### config.mk
export PLATFORM = sky130hd
export DESIGN_NAME = arrival_order_detector
export DESIGN_NICKNAME = d
export VERILOG_FILES = /design/src/rtl/arrival_order_pkg.sv /design/src/rtl/aod_sync_chain.sv /design/src/rtl/aod_edge_detect.sv /design/src/rtl/aod_arbiter_core.sv /design/src/rtl/arrival_order_detector.sv
export SDC_FILE = /design/constraint.sdc
export NUM_CORES = 1
export LEC_CHECK = 0
export ABC_AREA = 1
export BUFFER_PORTS_ARGS = -buffer_cell sky130_fd_sc_hd__buf_2
export CORE_AREA = 4 4 41 43
export CTS_CLUSTER_DIAMETER = 50
export CTS_CLUSTER_SIZE = 16
export DETAILED_ROUTE_END_ITERATION = 6
export DIE_AREA = 0 0 45 47
export PLACE_DENSITY_LB_ADDON = 0.1
export SYNTH_ARGS = -nofsm -noshare
export SYNTH_HDL_FRONTEND = slang
export SYNTH_SLANG_ARGS = --single-unit
### constraint.sdc
create_clock -name clk_i -period 1.7 [get_ports clk_i]
set_clock_uncertainty 0.1 [all_clocks]
set_input_delay 0 -clock clk_i [delete_from_list [all_inputs] [get_ports clk_i]]
set_output_delay 0 -clock clk_i [all_outputs]
set_load 0.05 [all_outputs]
### src/rtl/arrival_order_pkg.sv
`timescale 1ns/1ps
package arrival_order_pkg;
  // bit 0: A rose, bit 1: B rose
  typedef enum logic [1:0] {
    ORDER_NONE = 2'b00,
    ORDER_A    = 2'b01,
    ORDER_B    = 2'b10,
    ORDER_TIE  = 2'b11
  } order_e;

  typedef enum logic {
    PH_IDLE  = 1'b0,
    PH_ARMED = 1'b1
  } phase_e;

  localparam int unsigned NUM_CH = 2;
endpackage

### src/rtl/aod_sync_chain.sv
`timescale 1ns/1ps
module aod_sync_chain #(
  parameter int unsigned STAGES = 2
) (
  input  logic clk_i,
  input  logic rst_ni,
  input  logic async_i,
  output logic sync_o
);
  if (STAGES < 2) begin : g_bad_depth
    $error("aod_sync_chain: STAGES must be at least 2");
  end

  logic [STAGES-1:0] chain_q;

  for (genvar i = 0; i < STAGES; i++) begin : g_stage
    if (i == 0) begin : g_first
      always_ff @(posedge clk_i or negedge rst_ni) begin
        if (!rst_ni) chain_q[0] <= 1'b0;
        else         chain_q[0] <= async_i;
      end
    end else begin : g_next
      always_ff @(posedge clk_i or negedge rst_ni) begin
        if (!rst_ni) chain_q[i] <= 1'b0;
        else         chain_q[i] <= chain_q[i-1];
      end
    end
  end

  assign sync_o = chain_q[STAGES-1];
endmodule

### src/rtl/aod_edge_detect.sv
`timescale 1ns/1ps
module aod_edge_detect (
  input  logic clk_i,
  input  logic rst_ni,
  input  logic level_i,
  output logic rise_o
);
  logic prev_q;

  always_ff @(posedge clk_i or negedge rst_ni) begin
    if (!rst_ni) prev_q <= 1'b0;
    else         prev_q <= level_i;
  end

  assign rise_o = level_i & ~prev_q;
endmodule

### src/rtl/aod_arbiter_core.sv
`timescale 1ns/1ps
module aod_arbiter_core
  import arrival_order_pkg::*;
(
  input  logic              clk_i,
  input  logic              rst_ni,
  input  logic              arm_i,
  input  logic [NUM_CH-1:0] level_i,
  input  logic [NUM_CH-1:0] rise_i,
  output logic              valid_o,
  output order_e            order_o,
  output logic              winner_o,
  output logic              arm_err_o
);
  phase_e phase_q;
  logic   pref_q;
  logic   valid_q, winner_q, err_q;
  order_e order_q;

  logic   hit, tie, any_high;
  order_e code;

  always_comb begin
    hit      = |rise_i;
    tie      = &rise_i;
    any_high = |level_i;
    code     = order_e'(rise_i);
  end

  always_ff @(posedge clk_i or negedge rst_ni) begin
    if (!rst_ni) begin
      phase_q  <= PH_IDLE;
      pref_q   <= 1'b0;
      valid_q  <= 1'b0;
      order_q  <= ORDER_NONE;
      winner_q <= 1'b0;
      err_q    <= 1'b0;
    end else begin
      valid_q <= 1'b0;
      err_q   <= 1'b0;
      unique case (phase_q)
        PH_IDLE: begin
          if (arm_i) begin
            if (any_high) err_q   <= 1'b1;
            else          phase_q <= PH_ARMED;
          end
        end
        PH_ARMED: begin
          if (hit) begin
            valid_q <= 1'b1;
            order_q <= code;
            phase_q <= PH_IDLE;
            if (tie) begin
              winner_q <= pref_q;
              pref_q   <= ~pref_q;
            end else begin
              winner_q <= rise_i[1];
            end
          end
        end
        default: phase_q <= PH_IDLE;
      endcase
    end
  end

  assign valid_o   = valid_q;
  assign order_o   = order_q;
  assign winner_o  = winner_q;
  assign arm_err_o = err_q;

  assert_tie_flips_pref_R4: assert property (@(posedge clk_i) disable iff (!rst_ni)
    (valid_q && order_q == ORDER_TIE) |-> (pref_q != $past(pref_q)));

  assert_nontie_keeps_pref_R5: assert property (@(posedge clk_i) disable iff (!rst_ni)
    (valid_q && order_q != ORDER_TIE) |-> (pref_q == $past(pref_q)));

  assert_valid_single_R6: assert property (@(posedge clk_i) disable iff (!rst_ni)
    valid_q |=> !valid_q);

  assert_err_no_result_R7: assert property (@(posedge clk_i) disable iff (!rst_ni)
    err_q |-> (!valid_q && phase_q == PH_IDLE));

  assert_b_first_winner_R3: assert property (@(posedge clk_i) disable iff (!rst_ni)
    (valid_q && order_q == ORDER_B) |-> winner_q);

  assert_a_first_winner_R2: assert property (@(posedge clk_i) disable iff (!rst_ni)
    (valid_q && order_q == ORDER_A) |-> !winner_q);
endmodule

### src/rtl/arrival_order_detector.sv
`timescale 1ns/1ps
module arrival_order_detector
  import arrival_order_pkg::*;
#(
  parameter int unsigned SYNC_STAGES = 2
) (
  input  logic       clk_i,
  input  logic       rst_ni,
  input  logic       arm_i,
  input  logic       sig_a_i,
  input  logic       sig_b_i,
  output logic       valid_o,
  output logic [1:0] order_o,
  output logic       winner_o,
  output logic       arm_err_o
);
  logic [NUM_CH-1:0] raw, lvl, rise;
  order_e            order;

  assign raw = {sig_b_i, sig_a_i};

  for (genvar c = 0; c < NUM_CH; c++) begin : g_ch
    aod_sync_chain #(.STAGES(SYNC_STAGES)) i_sync (
      .clk_i  (clk_i),
      .rst_ni (rst_ni),
      .async_i(raw[c]),
      .sync_o (lvl[c])
    );
    aod_edge_detect i_edge (
      .clk_i  (clk_i),
      .rst_ni (rst_ni),
      .level_i(lvl[c]),
      .rise_o (rise[c])
    );
  end

  aod_arbiter_core i_core (
    .clk_i    (clk_i),
    .rst_ni   (rst_ni),
    .arm_i    (arm_i),
    .level_i  (lvl),
    .rise_i   (rise),
    .valid_o  (valid_o),
    .order_o  (order),
    .winner_o (winner_o),
    .arm_err_o(arm_err_o)
  );

  assign order_o = order;

  assert_result_nonempty_R2: assert property (@(posedge clk_i) disable iff (!rst_ni)
    valid_o |-> (order_o != 2'b00));
endmodule

==> flow_summary.ini <==
[critical_path]
r2r-end = i_core.pref_q$_DFFE_PN0P_
critPathCapture = i_core.pref_q$_DFFE_PN0P_
worst-setup-path-type = flip-flop to flip-flop
critPathLaunch = i_core.phase_q$_DFF_PN0_
critPathLaunchType = flip-flop
r2r_slack_ps = 700
rr_worst_depth = 5
critical_path_required_ps = 1760
endpoint_kind = flip-flop
cp_max_fo = 5
r2r_start = i_core.phase_q$_DFF_PN0_
cp.arrival_ps = 1060

[detailed_routing]
vias = 282
drcViolationCount = 0
drt_pass1_iterations = 3
wl_met1_um = 330
drt_iter0_drc = 5
met2_length_um = 303
routed.top_layer = met3
wirelength_um = 692
wl_per_cell_um = 10.0
vias_per_cell = 4.09
dr_wl_met3_um = 58
drtAntennaViolNets = 0

[timing]
finalHoldViolCount = 0
rsz0062_at_grt = false
tns_ps = 0
final_max_slew_viol_count = 0
timing.hold.ws_ps = 35.1
max_freq_mhz = 1000
setup_ws_ps = 703
max_slew_margin_pct = 81.3
setup_violations = 0
min_period_ps = 997
worstMarginPinSlew_ps = 280
finalCritPeriodShare_pct = 58.6

[placed_design]
dp_hpwl_um = 520
place_ws_ps = 706
io_buffers = 9
dpl-instance-area_um2 = 495
place.gp.congestion = 0.659

[clock_network]
clk_pin_slew_worst_paths_ps = 70
cts_max_level = 1
cts_made_buffers = 3
numClockSinks = 13
ctsResizeCount = 0
clockRootBuffer = clkbuf_4
clock_latency_ps = 260
cts_tree = yes
clk_path_buf_depth = 2

[floorplanning]
die_w_um = 45
io_pins = 10
dieArea_um2 = 2120
core_area_um2 = 1300
die_h_um = 47
start_util_pct = 33.2
num_rows = 13

[synth]
synth_area_per_cell_um2 = 11.7
ys_top_cells_by_area = dfrtp_1 (75%), nand2_1 (9.6%), nand3_1 (3.5%), inv_1 (2.6%), nand3b_1 (1.7%)
yosysSeqAreaShare_pct = 75.4
syn_inst = 37
ys_ff_latch = 13
mappedNetlistArea_um2 = 432
synth_top_area_share_pct = 75.4
yosysWarnings = 0
synthDistinctLibCells = 10
synth_top_cell_by_area = dfrtp_1
synth_nets = 42

[global_routing]
antenna_found_initial = 0
grt_overflow_total = 0
grt_pass1_wl_um = 1220
track_usage_pct = 8.53
grt_pass1_vias = 304
grt_max_degree = 14

[final_layout]
final_area_um2 = 562
syn_to_final_growth_pct = 30.1
fin_nets = 60
drive_gt1_share_pct = 24.1
final_common_cell = dfrtp_1
layout_common_cells = dfrtp_1 (13), nand2_1 (11), buf_2 (9), dlygate4sd3_1 (4)
n_antenna_cell = 0

[power_and_ir_drop]
ir_drop_v = 0.000660
p_leak_nw = 0.297
p_per_area_nw_per_um2 = 1640

[flow_run]
drv_cap = 0

[worst_hold_path]
hold_class = input port to asynchronous set/reset pin

[outcome]
outcome = finished clean
## worst max-delay path: stages, from the launching register on
cell	delay, ps
dfrtp_1	430
nand2_1	90
nor2_2	120
nand2_1	70
nand2_1	50
nand2_1	40
## cell type report
type / instances / area [um^2]
Clock buffer: 4 / 26.3
Sequential cell: 13 / 325
Inverter: 3 / 11.3
Timing Repair Buffer: 13 / 85.1
Fill cell: 143 / 739
Multi-Input combinational cell: 21 / 95.1
Tap cell: 15 / 18.8
## registers in the layout (all words and copies together), names as in the netlist
register and flops:
g_ch.i_edge.prev_q 2, g_ch.i_sync.chain_q 2, g_ch.i_sync.sync_o 2, i_core.order_o 2, i_core.arm_err_o 1, i_core.phase_q 1, i_core.pref_q 1, i_core.valid_o 1
i_core.winner_o 1
## metrics by stage
| stage | power [mW] | instances | util [%] |
|---|---|---|---|
| final | 0.921 | 69 | 43.2 |
| after global routing | 0.975 | 69 | 43.2 |
| after CTS | 0.936 | 69 | 43.2 |
| after detailed placement | 0.744 | 61 | 38.1 |
| after global placement | 0.736 | 61 | 38.1 |
| after floorplan | 0.663 | 37 | - |
## per-layer routing
layer / GRT usage, % / up-vias
li1: - / 149
met1: 9.83 / 125
met2: 12.1 / 8
met3: 3.83 / 0
met4: 7.02 / 0
met5: 0 / -
## worst min path at each step
| stage | to | from | slack, ps |
|---|---|---|---|
| after floorplan | g_ch[0].i_edge.prev_q$_DFF_PN0_ | rst_ni | -400 |
| after global placement | i_core.valid_o$_DFF_PN0_ | rst_ni | -210 |
| after detailed placement | i_core.valid_o$_DFF_PN0_ | rst_ni | -200 |
| after CTS | i_core.valid_o$_DFF_PN0_ | rst_ni | 40 |
| after global routing | i_core.valid_o$_DFF_PN0_ | rst_ni | 60 |
| final | i_core.valid_o$_DFF_PN0_ | rst_ni | 40 |
## synth_stat cells
library cell / count
nand3_1: 3
nor3b_1: 1
nand2_1: 11
nor2_2: 1
dfrtp_1: 13
a21oi_1: 1
o21ai_1: 1
inv_1: 3
nor2_1: 2
nand3b_1: 1
## timing repair
action                                  4_1_cts  5_1_grt
endpoints found under the setup margin        0        0
hold endpoints to repair                     17        0
hold buffers                                  4        0
setup buffers                                 0        0
## cell families (layout without fill, tap and decap cells)
family	after synthesis	in the layout	synth area share, %
compound gates	2	2	2.32
simple gates	19	19	19.7
flops	13	13	75.4
buf+inv	3	20	2.61
## where the power goes
group	internal (mW)	leakage (nW)	total [mW]	switching, mW
Sequential	0.384	0.156	0.428	0.0444
Clock	0.0907	0.0150	0.179	0.0887
Combinational	0.0750	0.126	0.314	0.239
Total	0.549	0.297	0.921	0.372
(Power assumes the default switching activity.)
